[src/rtl/dta_pkg.sv]
package dta_pkg;
  localparam logic [7:0] ADDR_ID    = 8'h04;
  localparam logic [7:0] ADDR_SUBID = 8'h05;
  localparam logic [7:0] ADDR_STAT  = 8'h08;
  localparam logic [7:0] ADDR_LIMIT = 8'h40;
  localparam logic [7:0] ADDR_ENA   = 8'h46;
  localparam logic [7:0] ID_VAL     = 8'h09;
  localparam logic [7:0] SUBID_VAL  = 8'h08;
  localparam int         NLIMIT     = 3;
  typedef logic [1:0] stage_t;
endpackage

[src/rtl/dta_rst_sync.sv]
module dta_rst_sync (
  input  logic clk,
  input  logic rst_n,
  output logic rst_n_sync
);
  logic [1:0] sr_q;

  always_ff @(posedge clk or negedge rst_n) begin
    if (!rst_n) sr_q <= 2'b00;
    else        sr_q <= {sr_q[0], 1'b1};
  end

  assign rst_n_sync = sr_q[1];
endmodule

[src/rtl/dta_regs.sv]
module dta_regs
  import dta_pkg::*;
(
  input  logic       clk,
  input  logic       rst_n,
  input  logic [7:0] addr_i,
  input  logic       wen_i,
  input  logic [7:0] wdata_i,
  input  stage_t     stage_i,
  output logic [7:0] rdata_o,
  output logic [1:0] sel_o,
  output logic       en_o
);
  logic [1:0] sel_q, sel_d;
  logic       en_q, en_d;
  logic       sel_we, en_we;

  assign sel_we = wen_i && (addr_i == ADDR_LIMIT);
  assign en_we  = wen_i && (addr_i == ADDR_ENA);

  always_comb begin
    sel_d = sel_q;
    en_d  = en_q;
    if (sel_we) sel_d = wdata_i[1:0];
    if (en_we)  en_d  = wdata_i[7];
  end

  always_ff @(posedge clk or negedge rst_n) begin
    if (!rst_n) begin
      sel_q <= 2'b00;
      en_q  <= 1'b0;
    end else begin
      sel_q <= sel_d;
      en_q  <= en_d;
    end
  end

  always_comb begin
    rdata_o = 8'h00;
    case (addr_i)
      ADDR_ID:    rdata_o = ID_VAL;
      ADDR_SUBID: rdata_o = SUBID_VAL;
      ADDR_STAT:  rdata_o = {6'b0, stage_i};
      ADDR_LIMIT: rdata_o = {6'b0, sel_q};
      ADDR_ENA:   rdata_o = {en_q, 7'b0};
      default:    rdata_o = 8'h00;
    endcase
  end

  assign sel_o = sel_q;
  assign en_o  = en_q;

  assert_ignored_write_R9: assert property (@(posedge clk) disable iff (!rst_n)
    (wen_i && addr_i != ADDR_LIMIT && addr_i != ADDR_ENA) |=> ($stable(sel_q) && $stable(en_q)));
  assert_limit_write_R4: assert property (@(posedge clk) disable iff (!rst_n)
    (wen_i && addr_i == ADDR_LIMIT) |=> (sel_q == $past(wdata_i[1:0])));
endmodule

[src/rtl/dta_stage.sv]
module dta_stage
  import dta_pkg::*;
#(
  parameter int TEMP_W     = 9,
  parameter int BASE       = 210,
  parameter int SEL_STEP   = 10,
  parameter int STAGE_STEP = 40,
  parameter int HYST       = 4
) (
  input  logic              clk,
  input  logic              rst_n,
  input  logic [TEMP_W-1:0] temp_i,
  input  logic              valid_i,
  input  logic [1:0]        sel_i,
  input  logic              en_i,
  output stage_t            stage_o,
  output logic              irq_o
);
  localparam int CW = TEMP_W + 2;

  logic [CW-1:0]     temp_ext;
  logic [CW-1:0]     thr [NLIMIT];
  logic [NLIMIT-1:0] up_hit, dn_hit;
  stage_t            up_cnt, dn_cnt;
  stage_t            stage_q, stage_d;
  logic              irq_q, irq_d;

  assign temp_ext = CW'(temp_i);

  for (genvar k = 0; k < NLIMIT; k++) begin : g_lim
    assign thr[k]    = CW'(BASE + STAGE_STEP * k) + CW'(SEL_STEP) * CW'(sel_i);
    assign up_hit[k] = temp_ext >= thr[k];
    assign dn_hit[k] = (temp_ext + CW'(HYST)) >= thr[k];
  end

  always_comb begin
    up_cnt = '0;
    dn_cnt = '0;
    for (int k = 0; k < NLIMIT; k++) begin
      up_cnt = up_cnt + stage_t'(up_hit[k]);
      dn_cnt = dn_cnt + stage_t'(dn_hit[k]);
    end
  end

  always_comb begin
    stage_d = stage_q;
    irq_d   = 1'b0;
    if (!en_i) begin
      stage_d = '0;
    end else if (valid_i) begin
      if (up_cnt > stage_q)      stage_d = up_cnt;
      else if (dn_cnt < stage_q) stage_d = dn_cnt;
      irq_d = (stage_d != stage_q);
    end
  end

  always_ff @(posedge clk or negedge rst_n) begin
    if (!rst_n) begin
      stage_q <= '0;
      irq_q   <= 1'b0;
    end else begin
      stage_q <= stage_d;
      irq_q   <= irq_d;
    end
  end

  assign stage_o = stage_q;
  assign irq_o   = irq_q;

  assert_irq_means_change_R6: assert property (@(posedge clk) disable iff (!rst_n)
    irq_q |-> (stage_q != $past(stage_q)));
  assert_change_means_irq_R6: assert property (@(posedge clk) disable iff (!rst_n)
    ((stage_q != $past(stage_q)) && $past(en_i)) |-> irq_q);
  assert_disabled_quiet_R7: assert property (@(posedge clk) disable iff (!rst_n)
    !en_i |=> (stage_q == '0 && !irq_q));
  assert_hold_unstrobed_R8: assert property (@(posedge clk) disable iff (!rst_n)
    (en_i && !valid_i) |=> ($stable(stage_q) && !irq_q));
endmodule

[src/rtl/die_temp_alarm.sv]
module die_temp_alarm
  import dta_pkg::*;
#(
  parameter int TEMP_W = 9
) (
  input  logic              clk,
  input  logic              rst_n,
  input  logic [TEMP_W-1:0] temp_i,
  input  logic              temp_valid_i,
  input  logic [7:0]        reg_addr_i,
  input  logic              reg_wen_i,
  input  logic [7:0]        reg_wdata_i,
  output logic [7:0]        reg_rdata_o,
  output logic [1:0]        stage_o,
  output logic              irq_o
);
  logic       rst_n_s;
  logic [1:0] sel;
  logic       en;
  stage_t     stage;

  dta_rst_sync u_rst (
    .clk        (clk),
    .rst_n      (rst_n),
    .rst_n_sync (rst_n_s)
  );

  dta_regs u_regs (
    .clk     (clk),
    .rst_n   (rst_n_s),
    .addr_i  (reg_addr_i),
    .wen_i   (reg_wen_i),
    .wdata_i (reg_wdata_i),
    .stage_i (stage),
    .rdata_o (reg_rdata_o),
    .sel_o   (sel),
    .en_o    (en)
  );

  dta_stage #(.TEMP_W(TEMP_W)) u_stage (
    .clk     (clk),
    .rst_n   (rst_n_s),
    .temp_i  (temp_i),
    .valid_i (temp_valid_i),
    .sel_i   (sel),
    .en_i    (en),
    .stage_o (stage),
    .irq_o   (irq_o)
  );

  assign stage_o = stage;

  assert_status_mirror_R10: assert property (@(posedge clk) disable iff (!rst_n_s)
    (reg_addr_i == ADDR_STAT) |-> (reg_rdata_o == {6'b0, stage_o}));
endmodule

[config.mk]
export PLATFORM = sky130hd
export DESIGN_NAME = die_temp_alarm
export DESIGN_NICKNAME = d
export VERILOG_FILES = /design/src/rtl/dta_pkg.sv /design/src/rtl/dta_rst_sync.sv /design/src/rtl/dta_regs.sv /design/src/rtl/dta_stage.sv /design/src/rtl/die_temp_alarm.sv
export SDC_FILE = /design/constraint.sdc
export NUM_CORES = 1
export LEC_CHECK = 0
export BUFFER_PORTS_ARGS = -buffer_cell sky130_fd_sc_hd__buf_2
export CORE_MARGIN = 4
export CORE_UTILIZATION = 48
export DETAILED_ROUTE_END_ITERATION = 12
export PLACE_DENSITY = 0.79
export SETUP_SLACK_MARGIN = 0.5
export SLEW_MARGIN = 20
export SYNTH_ARGS = -nofsm -noshare
export SYNTH_HDL_FRONTEND = slang
export SYNTH_SLANG_ARGS = --single-unit
[constraint.sdc]
create_clock -name clk -period 1.4 [get_ports clk]
set_input_delay 0.42 -clock clk [delete_from_list [all_inputs] [get_ports clk]]
set_output_delay 0.42 -clock clk [all_outputs]
set_load 0.02 [all_outputs]
After elaboration in Yosys (flattened, before gate mapping)

Index checks and enable logic that the tools add are counted.

Bits in registers: 8

$add $sub $neg: 8
$mul: 1
Order comparisons: 8
Eq/ne operators: 7
Muxes and demuxes: 9
Reduce and logical (&&, ||, !) cells: 2

Operator list:

| operator               | number |
|---|---|
| $pmux W8 S5            | 1 |
| $ge A11 B11 Y1         | 3 |
| $ge A9 B11 Y1          | 3 |
| $add A8 B6 Y9 const A  | 2 |
| $eq A8 B3 Y1 const B   | 2 |
| $eq A8 B7 Y1 const B   | 2 |
| $mux W2                | 6 |
| $add A9 B3 Y10 const B | 1 |
| $add A9 B6 Y10 const A | 1 |
| $eq A8 B4 Y1 const B   | 1 |
| $mul A3 B2 Y5 const A  | 1 |
| $add A1 B1 Y2          | 2 |
| $add A2 B1 Y2          | 2 |
| $gt A2 B2 Y1           | 1 |
| $logic_and A1 B1 Y1    | 2 |
| $lt A2 B2 Y1           | 1 |
| $mux W1                | 2 |
| $ne A2 B2 Y1           | 1 |
| $ne A2 B2 Y1 const B   | 1 |

Depth between registers and ports, before layout

Word-level depth: 13
Gate-level depth with buffers: 17
Depth with buffers taken out: 17

Modules after synthesis

Synthesis repeated with hierarchy kept, for this count alone.

Cell total of the unflattened synthesis: 167
Area, all modules: 1,481.4 um^2

By module, submodules not included:

| module       | instances | cells an instance | area each (um^2) | seq. area each (um^2) |
|---|---|---|---|---|
| dta_stage    | 1         | 136               | 1,136.1          | 75.1 |
| dta_regs     | 1         | 28                | 291.5            | 75.1 |
| dta_rst_sync | 1         | 3                 | 53.8             | 50.0 |

Worst setup path before layout

Ideal clock, no wire load.

Path kind: reg-to-reg
Start: register u_regs.sel_q[0] (netlist: u_regs.sel_o[0])
End: register u_stage.irq_q (netlist: u_stage.irq_o)
Setup time: 0.077 ns
Data arrival time: 3.428 ns
Required time: 1.323 ns
Setup slack: -2.105 ns
Cell stages (with the launch flop): 16
Clock period less this slack: 3.505 ns
Path through: dfrtp_1 > inv_1 > ha_1 > inv_1 > ha_1 > inv_1 > a31o_2 > a221o_1 > a21oi_1 > fa_1 > ha_1 > nand2_1 > o21ai_1 > mux2_2 > xnor2_1 > a21oi_1

Longest elaborated chain between the ends: 13
Elaborated cells between the ends (all ways): 23
Those cells by class: add/sub: 7; mul: 1; order compare: 8; eq/ne: 1; mux: 6

Ends and longest elaborated chain:

| what                     | line            | text |
|---|---|---|
| start: declaration       | dta_regs.sv:14  | `logic [1:0] sel_q, sel_d;` |
| start signal: assignment | dta_regs.sv:33  | `sel_q <= sel_d;` |
| $mul A3 B2 Y5 *          | dta_stage.sv:31 | `assign thr[k] = CW'(BASE + STAGE_STEP * k) + CW'(SEL_STEP) * CW'(sel_i);` |
| $add A8 B6 Y9            | dta_stage.sv:31 |  |
| $ge A11 B11 Y1           | dta_stage.sv:33 | `assign dn_hit[k] = (temp_ext + CW'(HYST)) >= thr[k];` |
| $add A1 B1 Y2            | dta_stage.sv:41 | `dn_cnt = dn_cnt + stage_t'(dn_hit[k]);` |
| $add A2 B1 Y2            | dta_stage.sv:41 |  |
| $lt A2 B2 Y1             | dta_stage.sv:52 | `else if (dn_cnt < stage_q) stage_d = dn_cnt;` |
| $mux W2                  | dta_stage.sv:52 |  |
| $mux W2 *                | dta_stage.sv:51 | `if (up_cnt > stage_q) stage_d = up_cnt;` |
| $mux W2 *                | dta_stage.sv:50 | `end else if (valid_i) begin` |
| $mux W2 *                | dta_stage.sv:48 | `if (!en_i) begin` |
| $ne A2 B2 Y1 *           | dta_stage.sv:53 | `irq_d = (stage_d != stage_q);` |
| $mux W1 *                | dta_stage.sv:50 |  |
| $mux W1 *                | dta_stage.sv:48 |  |
| net u_stage.irq_d        | dta_stage.sv:26 | `logic irq_q, irq_d;` |
| end signal: assignment   | dta_stage.sv:63 | `irq_q <= irq_d;` |
| end: declaration         | dta_stage.sv:26 |  |

The timed path passes the listed nets; every way through them passes the cells marked *. The select of a mux whose other input is x is not followed.
A chain may end at the register's enable or synchronous reset.

Final worst setup path

Ends and elaborated chain as after synthesis.

==> results.json <==
{
  "status": "finished, violations left",
  "violations": "negative setup slack",
  "drtPass1Iterations": 4,
  "cts.sinks": 8,
  "fin_cells": 295,
  "yosysMostFrequentCell": "ha_1",
  "routed-wl-met3_um": 600,
  "setup_tns_ns": -7.95,
  "end_kind": "flip-flop",
  "path_class": "flip-flop to flip-flop",
  "drv_cap": 0,
  "worst_path_dominant_cell_family": "adder cells",
  "clkTransAtPathRegs_ns": 0.06,
  "yosys.area.top_type": "ha_1",
  "top_layer": "met4",
  "layout_setup_ws_ns": -2.24,
  "synth_ff_type": "dfrtp_1",
  "synth_area_per_cell_um2": 8.30,
  "clkLatencyLatePin_ns": 0.27,
  "crit_path_frequent_cell": "ha_4",
  "pin_count": 40,
  "hpwl_um": 3790,
  "antenna_found_initial": 0,
  "arrival_ns": 3.80,
  "final-setup-viol-count": 9,
  "synthTopCellsByCount": "ha_1, a21oi_1, inv_1",
  "critPathBufInv": 2,
  "cp_max_fo": 4,
  "synth_cell_types": 44,
  "netlist.area_leader.share": 0.300,
  "syn_area_um2": 1460,
  "die_h_um": 63.2,
  "reg2reg_to": "u_stage.irq_o$_DFF_PN0_",
  "r2r_setup_slack_ns": -2.24,
  "drtAntennaViolNets": 0,
  "numCtsBuffers": 3,
  "wl_per_cell_um": 24.1,
  "first_global_vias": 2124,
  "drt-initial-drc-count": 185,
  "wl_met1_um": 2410,
  "multi_input_area_um2": 1490,
  "clockRootBuffer": "clkbuf_4",
  "grt_usage": 0.323,
  "io_buffers": 30,
  "area_growth_pct": 72.0,
  "final-hold-violation-count": 0,
  "diodes": 0,
  "reg2reg_depth": 15,
  "fin_skew_ns": 0.000624,
  "avgViaCountPerCell": 6.49,
  "period_share": 2.60,
  "postLayoutCoreUtil": 0.888,
  "grt_pass1_wl_um": 10000,
  "dp.cells": 282,
  "synth-edff-count": 0,
  "grt_max_degree": 9,
  "synth-seq-cells": 8,
  "required_ns": 1.56,
  "hold_path_class": "flip-flop to async pin",
  "rsz0062_at_grt": "true",
  "synth_top_cells_by_area": "ha_1, dfrtp_1, a21oi_1",
  "cp_slowest_cell": "fa_1",
  "ys_warn_count": 0,
  "initial_utilization": 0.516,
  "synthArstFlopShare": 1.00,
  "gp_congestion": 0.900,
  "powerDensity_nw_per_um2": 579,
  "drive_gt1_frac": 0.553,
  "critPathMaxStageDelay_ns": 0.51,
  "path_cells": "inv_2 -> ha_4 -> inv_4 -> ha_4 -> a21o_1 -> a31o_4 -> a221o_1 -> a21oi_2 -> fa_1 -> ha_4 -> nand2_4 -> o21ai_4 -> mux2_4 -> xnor2_2 -> a21oi_2",
  "dieArea_um2": 3990,
  "timing.rr.start": "u_regs.sel_o[0]$_DFFE_PN0P_",
  "drc": 0,
  "die_w_um": 63.2,
  "nFillCells": 123,
  "synthCells": 176,
  "tritoncts": "yes",
  "critPathLaunchType": "flip-flop",
  "core_area_um2": 2830,
  "grt-ovfl-total": 0,
  "dr_wl_met2_um": 3390,
  "ys_seq_area_frac": 0.137,
  "vdd_ir_drop_max_v": 0.000583,
  "num-nets-final": 332,
  "post-route-min-period_ns": 3.64,
  "rows": 19,
  "clk_path_buf_depth": 2,
  "dp_slack_ns": -2.10,
  "p_leak_nw": 1.23,
  "power_mw": 1.45,
  "wl_um": 7110,
  "h-tree-depth": 1,
  "regArea_um2": 203,
  "drv_slew": 0,
  "fmaxAchievable_ghz": 0.275,
  "vias": 1916
}
==> power by group <==
| part | total [mW] | switching [mW] | internal [mW] |
|---|---|---|---|
| logic | 0.997 | 0.513 | 0.483 |
| registers | 0.257 | 0.0154 | 0.242 |
| clock network | 0.201 | 0.101 | 0.0996 |
| total | 1.45 | 0.630 | 0.825 |
==> cells by family after synthesis <==
kind of cell               after synthesis  synth area share
buffers and inverters                   22            0.0668
muxes                                    6            0.0463
and+or+nand+nor                         50             0.181
xor gates and xnor gates                 6            0.0360
DFF                                      8             0.137
AOI/OAI and AO/OA                       45             0.201
other                                    2           0.00514
adders and majority gates               37             0.327
==> registers in the layout (all words and copies together), names as in the netlist <==
signal,flops
u_regs.en_o,1
u_regs.sel_o,2
u_rst.sr_q,2
u_stage.irq_o,1
u_stage.stage_o,2
==> per-layer routing <==
metal / vias to the layer above / global-route usage
li1: 806 / -
met1: 895 / 0.296
met2: 145 / 0.598
met3: 70 / 0.0941
met4: 0 / 0.237
met5: - / 0
==> metrics by stage <==
stage	area [µm²]	hold WS [ns]
6_report	2510	0.107
5_1_grt	2510	0.119
3_5_place_dp	2150	0.0911
3_3_place_gp	2150	0.0903
4_1_cts	2420	0.0963
2_1_floorplan	1640	0.0677
==> timing repair <==
item | in CTS | in global routing
pin swaps | 25 | 12
hold buffers | 1 | 0
buffers inserted | 7 | 2
endpoints found under the hold margin | 2 | 0
endpoints found under the setup margin | 13 | 13
resized for setup | 52 | 15
==> layout make-up <==
type | instances | area share
well taps | 31 | 0.0154
clock buffers | 3 | 0.00897
flip-flops and latches | 8 | 0.0807
multi-input cells | 149 | 0.593
repair buffers | 88 | 0.275
inverters | 16 | 0.0269
==> layout by cell type, fill, tap and decap left out, types with 3 or more instances in the layout <==
cell type  count
a21o_1         4
a21oi_1        9
a21oi_2        5
buf_2         18
buf_4         52
buf_6         15
clkbuf_4       3
conb_1         5
dfrtp_1        6
ha_1          27
ha_4           8
inv_1         10
inv_2          3
inv_4          3
mux2_4         3
mux2i_1        3
nand2_1       12
nand3_1        4
nor2_1         5
nor2b_1        5
nor3_4         3
o21ai_0        3
o21ai_1        3
xnor2_1        4
==> how the worst max path moves through the flow <==
stage                                     start                        endpoint  slack [ns]  cells after the start
global route        u_regs.sel_o[0]$_DFFE_PN0P_         u_stage.irq_o$_DFF_PN0_       -2.36                     15
CTS                 u_regs.sel_o[0]$_DFFE_PN0P_  u_stage.stage_o[1]$_DFFE_PN0P_       -2.03                     15
global placement    u_regs.sel_o[1]$_DFFE_PN0P_         u_stage.irq_o$_DFF_PN0_       -2.00                     15
detailed placement  u_regs.sel_o[1]$_DFFE_PN0P_         u_stage.irq_o$_DFF_PN0_       -2.10                     15
finish              u_regs.sel_o[0]$_DFFE_PN0P_         u_stage.irq_o$_DFF_PN0_       -2.24                     15
floorplan           u_regs.sel_o[1]$_DFFE_PN0P_         u_stage.irq_o$_DFF_PN0_       -1.91                     15
Note: power is estimated with default switching activity, not from simulation.
